**src/rtl/pkt_deframer_pkg.sv**
```systemverilog
package pkt_deframer_pkg;

   // Receive state: hunting for a marker, collecting payload, or holding
   // a marker whose meaning depends on the next byte.
   typedef enum logic [1:0] {
      ST_HUNT = 2'd0,
      ST_BODY = 2'd1,
      ST_ESC  = 2'd2
   } dfr_state_e;

endpackage

```
**src/rtl/dfr_timer.sv**
```systemverilog
// Per-packet watchdog: cleared on arm, counts while a packet is open,
// saturates at its maximum value.
module dfr_timer #(
   parameter int TMO_W = 16
) (
   input  logic             clk,
   input  logic             rst_n,
   input  logic             arm,
   input  logic             run,
   input  logic [TMO_W-1:0] limit,
   output logic             expire
);
   localparam logic [TMO_W-1:0] CNT_MAX = {TMO_W{1'b1}};
   localparam logic [TMO_W:0]   ONE_X   = {{TMO_W{1'b0}}, 1'b1};

   logic [TMO_W-1:0] elapsed;
   logic [TMO_W:0]   elapsed_nx;

   always_ff @(posedge clk) begin
      if (!rst_n) begin
         elapsed <= '0;
      end else if (arm) begin
         elapsed <= '0;
      end else if (run && (elapsed != CNT_MAX)) begin
         elapsed <= elapsed + 1'b1;
      end
   end

   always_comb begin
      elapsed_nx = {1'b0, elapsed} + ONE_X;
      expire     = run && (elapsed_nx >= {1'b0, limit});
   end
endmodule

```
**src/rtl/dfr_len_count.sv**
```systemverilog
// Payload counter: restart loads 0 or 1, depending on whether a byte is
// delivered in the same cycle.
module dfr_len_count #(
   parameter int LEN_W = 8
) (
   input  logic             clk,
   input  logic             rst_n,
   input  logic             restart,
   input  logic             inc,
   output logic [LEN_W-1:0] count
);
   localparam logic [LEN_W-1:0] ONE_L = {{(LEN_W-1){1'b0}}, 1'b1};

   always_ff @(posedge clk) begin
      if (!rst_n) begin
         count <= '0;
      end else if (restart) begin
         count <= inc ? ONE_L : '0;
      end else if (inc) begin
         count <= count + ONE_L;
      end
   end
endmodule

```
**src/rtl/dfr_fsm.sv**
```systemverilog
// Unstuffing state machine with registered outputs.
module dfr_fsm
   import pkt_deframer_pkg::*;
#(
   parameter int DATA_W = 8,
   parameter int LEN_W  = 8
) (
   input  logic              clk,
   input  logic              rst_n,
   input  logic              in_valid,
   input  logic [DATA_W-1:0] in_data,
   input  logic [DATA_W-1:0] start_code,
   input  logic [LEN_W-1:0]  pay_len,
   input  logic [LEN_W-1:0]  count,
   input  logic              expire,
   output logic              arm,
   output logic              emit,
   output logic              open_pkt,
   output logic              out_valid,
   output logic [DATA_W-1:0] out_data,
   output logic              out_last,
   output logic              drop,
   output logic              rx_reset
);
   localparam logic [LEN_W-1:0] ONE_L = {{(LEN_W-1){1'b0}}, 1'b1};

   dfr_state_e        st, st_nx;
   logic              is_mark;
   logic              emit_raw, arm_raw, abandon;
   logic              hit_last, finish, timeout;
   logic              drop_nx;
   logic [DATA_W-1:0] emit_dat;

   assign is_mark  = in_valid && (in_data == start_code);
   assign open_pkt = (st != ST_HUNT);

   always_comb begin
      st_nx    = st;
      emit_raw = 1'b0;
      arm_raw  = 1'b0;
      abandon  = 1'b0;
      emit_dat = in_data;
      unique case (st)
         ST_HUNT: begin
            if (is_mark) begin
               st_nx   = ST_BODY;
               arm_raw = 1'b1;
            end
         end
         ST_BODY: begin
            if (in_valid) begin
               if (is_mark) st_nx    = ST_ESC;
               else         emit_raw = 1'b1;
            end
         end
         ST_ESC: begin
            if (in_valid) begin
               emit_raw = 1'b1;
               st_nx    = ST_BODY;
               if (is_mark) begin
                  emit_dat = start_code;
               end else begin
                  abandon = 1'b1;
                  arm_raw = 1'b1;
               end
            end
         end
         default: st_nx = ST_HUNT;
      endcase

      hit_last = arm_raw ? (pay_len == ONE_L) : ((count + ONE_L) == pay_len);
      finish   = emit_raw && hit_last;
      if (finish) st_nx = ST_HUNT;

      timeout = expire && !finish;
      if (timeout) st_nx = ST_HUNT;

      emit    = emit_raw && !timeout;
      arm     = arm_raw && !timeout;
      drop_nx = timeout || (abandon && !timeout);
   end

   always_ff @(posedge clk) begin
      if (!rst_n) begin
         st        <= ST_HUNT;
         out_valid <= 1'b0;
         out_data  <= '0;
         out_last  <= 1'b0;
         drop      <= 1'b0;
         rx_reset  <= 1'b0;
      end else begin
         st        <= st_nx;
         out_valid <= emit;
         if (emit) out_data <= emit_dat;
         out_last  <= finish;
         drop      <= drop_nx;
         rx_reset  <= timeout;
      end
   end
endmodule

```
**src/rtl/pkt_deframer.sv**
```systemverilog
module pkt_deframer #(
   parameter int DATA_W = 8,
   parameter int LEN_W  = 8,
   parameter int TMO_W  = 16
) (
   input  logic              clk,
   input  logic              rst_n,
   input  logic              in_valid,
   input  logic [DATA_W-1:0] in_data,
   input  logic [DATA_W-1:0] start_code,
   input  logic [LEN_W-1:0]  pay_len,
   input  logic [TMO_W-1:0]  tmo_limit,
   output logic              out_valid,
   output logic [DATA_W-1:0] out_data,
   output logic              out_last,
   output logic              drop,
   output logic              rx_reset
);
   if (DATA_W < 2) begin : g_bad_data_w
      $error("pkt_deframer: DATA_W must be at least 2");
   end
   if (LEN_W < 1) begin : g_bad_len_w
      $error("pkt_deframer: LEN_W must be at least 1");
   end
   if (TMO_W < 1) begin : g_bad_tmo_w
      $error("pkt_deframer: TMO_W must be at least 1");
   end

   logic             arm, emit, open_pkt, expire;
   logic [LEN_W-1:0] count;

   dfr_timer #(.TMO_W(TMO_W)) u_timer (
      .clk    (clk),
      .rst_n  (rst_n),
      .arm    (arm),
      .run    (open_pkt),
      .limit  (tmo_limit),
      .expire (expire)
   );

   dfr_len_count #(.LEN_W(LEN_W)) u_count (
      .clk     (clk),
      .rst_n   (rst_n),
      .restart (arm),
      .inc     (emit),
      .count   (count)
   );

   dfr_fsm #(.DATA_W(DATA_W), .LEN_W(LEN_W)) u_fsm (
      .clk        (clk),
      .rst_n      (rst_n),
      .in_valid   (in_valid),
      .in_data    (in_data),
      .start_code (start_code),
      .pay_len    (pay_len),
      .count      (count),
      .expire     (expire),
      .arm        (arm),
      .emit       (emit),
      .open_pkt   (open_pkt),
      .out_valid  (out_valid),
      .out_data   (out_data),
      .out_last   (out_last),
      .drop       (drop),
      .rx_reset   (rx_reset)
   );
endmodule

```
**config.mk**
```make
export PLATFORM = sky130hd
export DESIGN_NAME = pkt_deframer
export DESIGN_NICKNAME = d
export VERILOG_FILES = /design/src/rtl/pkt_deframer_pkg.sv /design/src/rtl/dfr_timer.sv /design/src/rtl/dfr_len_count.sv /design/src/rtl/dfr_fsm.sv /design/src/rtl/pkt_deframer.sv
export SDC_FILE = /design/constraint.sdc
export NUM_CORES = 1
export LEC_CHECK = 0
export BUFFER_PORTS_ARGS = -buffer_cell sky130_fd_sc_hd__clkbuf_2
export CAP_MARGIN = 5
export CELL_PAD_IN_SITES_DETAIL_PLACEMENT = 0
export CELL_PAD_IN_SITES_GLOBAL_PLACEMENT = 1
export CORE_ASPECT_RATIO = 0.7
export CORE_UTILIZATION = 41
export DETAILED_ROUTE_END_ITERATION = 8
export PLACE_DENSITY = 0.8
export SYNTH_ARGS = -nofsm -noshare
export SYNTH_HDL_FRONTEND = slang
export SYNTH_SLANG_ARGS = --single-unit
```
**constraint.sdc**
```tcl
create_clock -name clk -period 4.8 [get_ports clk]
set_input_delay 0.48 -clock clk [delete_from_list [all_inputs] [get_ports clk]]
set_output_delay 0.48 -clock clk [all_outputs]
set_load 0.05 [all_outputs]
```
==> results.ini, run 1 <==
[placed_design]
port_buffers=54
dp_hpwl_um=5270
dp_cells=488
place_congestion=0.818

[die]
ios=55
core_um2=6730
die_h_um=71.7
rows=25
fp.dieW_um=102
die-area_um2=7290
initial_core_util_pct=42.3

[timing]
setup_tns_ps=0
worst_slew_pin_slew_ps=874
grt_setup_unrepaired=false
slew_headroom_pct=41.2
slew_viol_final=0
hold_violations=0
finClkSkew_ps=6.65
setup_viol=0
fin_crit_sh_pct=87.9
timing.final.crit_period_ps=4220
fmax_ghz=0.237

[global_route]
grt_pass1_wl_um=10800
grt_start_max_net_pins=21
globalRoute.totalOverflow=0
antenna_found_initial=0
grt_usage_pct=19.0
grt_pass1_vias=2240

[cells_and_area]
final_common_cell=clkbuf_2
drive_gt1_share_pct=23.6
area_delta_synth_final_pct=14.9
fin_cells=496
final_cell_mix=clkbuf_2, dfxtp_1, nand2_1, xnor2_1, nor2_1
n_fill_cell=665
antenna_cells=0
nNetsFinal=465

[routing]
ant_nets=0
wire_per_inst_um=13.4
avgViaCountPerCell=5.19
vias=2574
first_iter_violations=89
drt-total-wl_um=6640
firstDrtPassIters=4
drc=0

[yosys]
synth-main-ff-cell=dfxtp_1
synth.top_cell.area_share_pct=26.7
ys_seq_elements=38
syn-num-nets=414
yosys.cell_types.count=55
yosysSeqAreaShare_pct=26.7
yosysTopAreaCell=dfxtp_1
synthCells=350
synth_edf_count=0
yosys_warnings=0
async_reset_ff_share_pct=0
synth.area.top_cells=dfxtp_1, ha_1, xnor2_1
netlist_area_um2=2850
avgSynthCellArea_um2=8.14

[clock_tree]
cts.repair.resized=0
post_cts_buffers=0
cts_root_buf=clkbuf_8
cts_tree=built
cts.sinks=38
worstSkewPairLatency_ps=290
clk_path_buf_depth=2
clk_pin_slew_ps=70
numCtsBuffers=5
cts_hold_buf=0
cts.htree.levels=2

[pwr]
ir_drop_v=0.0000898
power_density_nw_per_um2=186
p_leak_uw=0.00140

[setup_path]
worst_ep_arrival_time_ps=4450
path_max_fanout=20
critPathKind=flop to flop
end_kind=flop
required_ps=5030
crit_path_start_kind=flop

[flow_run]
cap_violations=0

[status]
outcome=complete, no violations

[worst_hold_path]
hp-class=input pin to flop

## layout make-up
class / instances / area (um^2) / share of cell area, %
clock buffers: 7 / 86.3 / 2.64
inverters: 23 / 86.3 / 2.64
multi-input cells: 277 / 1930 / 59.0
clock inverters: 1 / 5.00 / 0.153
repair buffers: 56 / 285 / 8.72
well taps: 94 / 118 / 3.59
flip-flops and latches: 38 / 761 / 23.3
## path summary, 6_finish.rpt
| kind | start | to | slack [ps] | depth (start not counted) |
|---|---|---|---|---|
| max | u_timer.elapsed[0] | u_timer.elapsed[6] | 580 | 17 |
| min | in_data[4] | u_fsm.out_data[4] | 440 | 3 |
| max reg2reg | u_timer.elapsed[0] | u_timer.elapsed[6] | 580 | 17 |
| min reg2reg | u_fsm.out_data[1] | u_fsm.out_data[1] | 480 | 2 |
## layer usage
metal  vias up  wire length, um  global-route usage [%]
li1       1342                -                       -
met1      1186             3510                    28.9
met2        41             2800                    27.0
met3         5              280                    3.22
met4         0               57                    5.31
met5         -                0                       0
## synth_stat cells, types with 2 or more instances
master    instances
nand3_1          16
o211a_1           2
nand4_1           7
nor2b_1           3
a21oi_1          15
a31oi_1           2
a21oi_2           5
nor3_1            7
dfxtp_1          38
or4_1             3
nor2_1           24
o211ai_1          4
o31ai_1           5
nor2_2           15
a211oi_1          3
o22ai_1           3
or3_1             2
inv_1            23
nor3b_1           2
xor2_1           15
or2_2             2
nand2_1          31
xnor2_1          30
o21ai_0           4
and4_1            4
ha_1             21
clkbuf_1          7
buf_6             3
o21ai_1          13
and3_1            4
o21ai_2           2
nor4_1            7
a21o_1            5
buf_2             2
## worst max-delay path, stage by stage, from the launching register on
cell      delay, ps
dfxtp_1         400
ha_1            240
nand3_2         130
or3_4           450
nor2_1          240
nand3_1         180
nor2_1          160
xor2_1          100
ha_1            310
nand2_1          80
nor4_1          400
a41o_1          280
nor3_2           60
a311oi_4        430
o31a_4          270
o21ai_2          50
buf_4           240
nor2_2          140
## logic make-up after synthesis
family / share of synthesized area [%]
AOI/OAI and AO/OA: 18.8
and+or+nand+nor: 25.9
buffers and inverters: 5.49
adders and majority gates: 9.23
xor gates and xnor gates: 13.8
DFF: 26.7
## report_power, final
group          switching [uW]  internal [uW]  total [uW]
Combinational            34.9           28.2        63.1
Clock                     114            116         230
Sequential              0.280            315         316
Total                     149            459         608
## registers in the layout, summed over array words and instances, names as in the netlist
name / flops
u_fsm.out_last: 1
u_fsm.st: 2
u_count.count: 8
u_fsm.out_data: 8
u_timer.elapsed: 16
u_fsm.rx_reset: 1
u_fsm.out_valid: 1
u_fsm.drop: 1
## metrics by stage
step	util [%]	total power (uW)	cell area, um^2	worst slack, ps	hold WS [ps]
finish	48.7	608	3270	581	445
global route	48.7	635	3270	288	455
CTS	48.7	616	3270	558	432
detailed placement	47.3	386	3180	585	470
global placement	47.3	386	3180	829	464
floorplan	-	358	2850	1170	465
No activity file was read; power rests on OpenSTA's default activity.
==> inputs of run 2 (changes only) <==
- CTS_BUF_LIST: unset -> sky130_fd_sc_hd__clkbuf_16
- GPL_TIMING_DRIVEN: unset -> 0
- REMOVE_ABC_BUFFERS: unset -> 1
==> run 2 against run 1 <==
Net effect:
- final cell count fell by 0.40%
- routed wire length fell by 2.9%
- hold slack improved by 18 ps
- die area did not move
- design area rose by 1.3%
- total power rose by 14%
- first-iteration DRC count rose by 64%
- highest routed layer unchanged
- clock skew fell by 2.1 ps
- combinational power rose by 1%
- critical path depth did not move
- critical path type unchanged
- sequential power barely moved
- register-to-register slack got worse by 240 ps
==> results.ini, run 2 (synthesized netlist as in run 1, its figures left out) <==
[status]
outcome=complete, no violations  ; unchanged

[timing]
fmax_ghz=0.224  ; was 0.237 GHz
setup_viol=0  ; unchanged
finClkSkew_ps=4.59  ; was 6.65 ps
slew_headroom_pct=22.8  ; was 41.2%
setup_tns_ps=0  ; unchanged
fin_crit_sh_pct=92.9  ; was 87.9%
fin_ws_ps=343  ; was 581 ps
worst_slew_pin_slew_ps=1150  ; was 874 ps
timing.final.crit_period_ps=4460  ; was 4220 ps
hold_violations=0  ; unchanged
grt_setup_unrepaired=false  ; unchanged
slew_viol_final=0  ; unchanged

[die]
rows=25  ; unchanged
fp.dieW_um=102  ; unchanged
die-area_um2=7290  ; unchanged
initial_core_util_pct=42.3  ; unchanged
die_h_um=71.7  ; unchanged
core_um2=6730  ; unchanged
ios=55  ; unchanged

[setup_path]
max_stage_delay_ps=470  ; was 450 ps
crit_path_start_kind=flop  ; unchanged
crit_chain=ha_1 > nand3_2 > or3_4 > nor2_1 > nand3_1 > nor2_1 > xor2_1 > ha_1 > nand2_1 > nor4_1 > a41o_1 > nor3_2 > a311oi_4 > o31a_4 > o21ai_2 > buf_8 > nor2_2  ; was ha_1 > nand3_2 > or3_4 > nor2_1 > nand3_1 > nor2_1 > xor2_1 > ha_1 > nand2_1 > nor4_1 > a41o_1 > nor3_2 > a311oi_4 > o31a_4 > o21ai_2 > buf_4 > nor2_2
critPathKind=flop to flop  ; unchanged
required_ps=5020  ; was 5030 ps
worst_ep_arrival_time_ps=4680  ; was 4450 ps
path_max_fanout=11  ; was 20
crit_slowest_cell=nor4_1  ; was or3_4
end_kind=flop  ; unchanged

[worst_hold_path]
hp-class=input pin to flop  ; unchanged

[pwr]
power_density_nw_per_um2=208  ; was 186 nW/um^2
p_leak_uw=0.00141  ; was 0.00140 uW
ir_drop_v=0.000135  ; was 0.0000898 V

[clock_tree]
clk_path_buf_depth=2  ; unchanged
cts.sinks=38  ; unchanged
post_cts_buffers=0  ; unchanged
cts_tree=built  ; unchanged
clk_pin_slew_ps=60  ; was 70 ps
worstSkewPairLatency_ps=280  ; was 290 ps
cts.repair.resized=0  ; unchanged
cts_hold_buf=0  ; unchanged
numCtsBuffers=5  ; unchanged
cts.htree.levels=2  ; unchanged
cts_root_buf=clkbuf_16  ; was clkbuf_8

[cells_and_area]
final_cell_mix=clkbuf_2, dfxtp_1, nand2_1, xnor2_1, nor2_1  ; unchanged
multi_input_area_um2=1930  ; unchanged
nNetsFinal=464  ; was 465
final_common_cell=clkbuf_2  ; unchanged
antenna_cells=0  ; unchanged
largest_reg_flops=16  ; unchanged
reg_top3=u_timer.elapsed (16), u_count.count (8), u_fsm.out_data (8)  ; unchanged
utilization_pct=49.3  ; was 48.7%
largest_register=u_timer.elapsed  ; unchanged
drive_gt1_share_pct=23.5  ; was 23.6%
fin_cells=494  ; was 496
n_fill_cell=670  ; was 665
area_delta_synth_final_pct=16.4  ; was 14.9%
seq_area_um2=761  ; unchanged

[global_route]
grt_start_max_net_pins=21  ; unchanged
globalRoute.totalOverflow=0  ; unchanged
antenna_found_initial=0  ; unchanged
grt_pass1_vias=2198  ; was 2240
grt_pass1_wl_um=10400  ; was 10800 um
grt_usage_pct=18.4  ; was 19.0%

[placed_design]
port_buffers=54  ; unchanged
dp_hpwl_um=4970  ; was 5270 um
place_congestion=0.839  ; was 0.818
dp_cells=486  ; was 488
pre_cts_ws_ps=250  ; was 585 ps

[routing]
ant_nets=0  ; unchanged
firstDrtPassIters=4  ; unchanged
drt-total-wl_um=6450  ; was 6640 um
vias=2544  ; was 2574
drc=0  ; unchanged
first_iter_violations=146  ; was 89
avgViaCountPerCell=5.15  ; was 5.19
wire_per_inst_um=13.1  ; was 13.4 um

[flow_run]
cap_violations=0  ; unchanged

## run 2: routing by layer
| metal | share of wire, % | track usage, % | routed length (um) |
|---|---|---|---|
| met5 | 0 | 0 | 0 |
| met4 | 0.34 | 4.35 | 22 |
| met3 | 3.6 | 3.51 | 234 |
| met2 | 41 | 26.4 | 2670 |
| met1 | 55 | 28.0 | 3530 |
## run 2: stage by stage
stage                     hold slack [ps]  total power (uW)  area, um^2
after CTS                             461               701        3300
after detailed placement              471               385        3170
after global routing                  468               724        3320
final                                 463               691        3320
after global placement                463               384        3170
after floorplan                       465               355        2780
## run 2: power breakdown
part | internal [uW] | leakage [uW] | total (uW) | switching (uW)
combinational | 28.7 | 0.00104 | 63.8 | 35.1
sequential | 316 | 0.000306 | 316 | 0.297
clock | 187 | 0.0000694 | 311 | 124
## run 2: worst max-delay path, delay by kind of cell, from the launching register on
kind | cells | cell delay, ps
AO/OA/AOI/OAI | 4 | 1190
flip-flops | 1 | 400
XOR/XNOR | 1 | 110
buffers and inverters | 1 | 240
AND/OR/NAND/NOR | 9 | 1880
adder cells (fa/ha/maj) | 2 | 560
## run 2: worst paths after layout
kind,start,slack [ps],cells after the start,to
setup reg to reg,u_timer.elapsed[0],340,17,u_timer.elapsed[15]
hold / removal,in_data[6],460,3,u_fsm.out_data[6]
setup / recovery,u_timer.elapsed[0],340,17,u_timer.elapsed[15]
hold reg to reg,u_fsm.out_data[0],480,2,u_fsm.out_data[0]
## run 2: final cells by class
cell class	count	area share, %
clock buffers	5	3.77
multi-input cells	277	58.2
well taps	94	3.55
flip-flops and latches	38	22.9
clock inverters	2	0.302
inverters	23	2.60
repair buffers	55	8.60
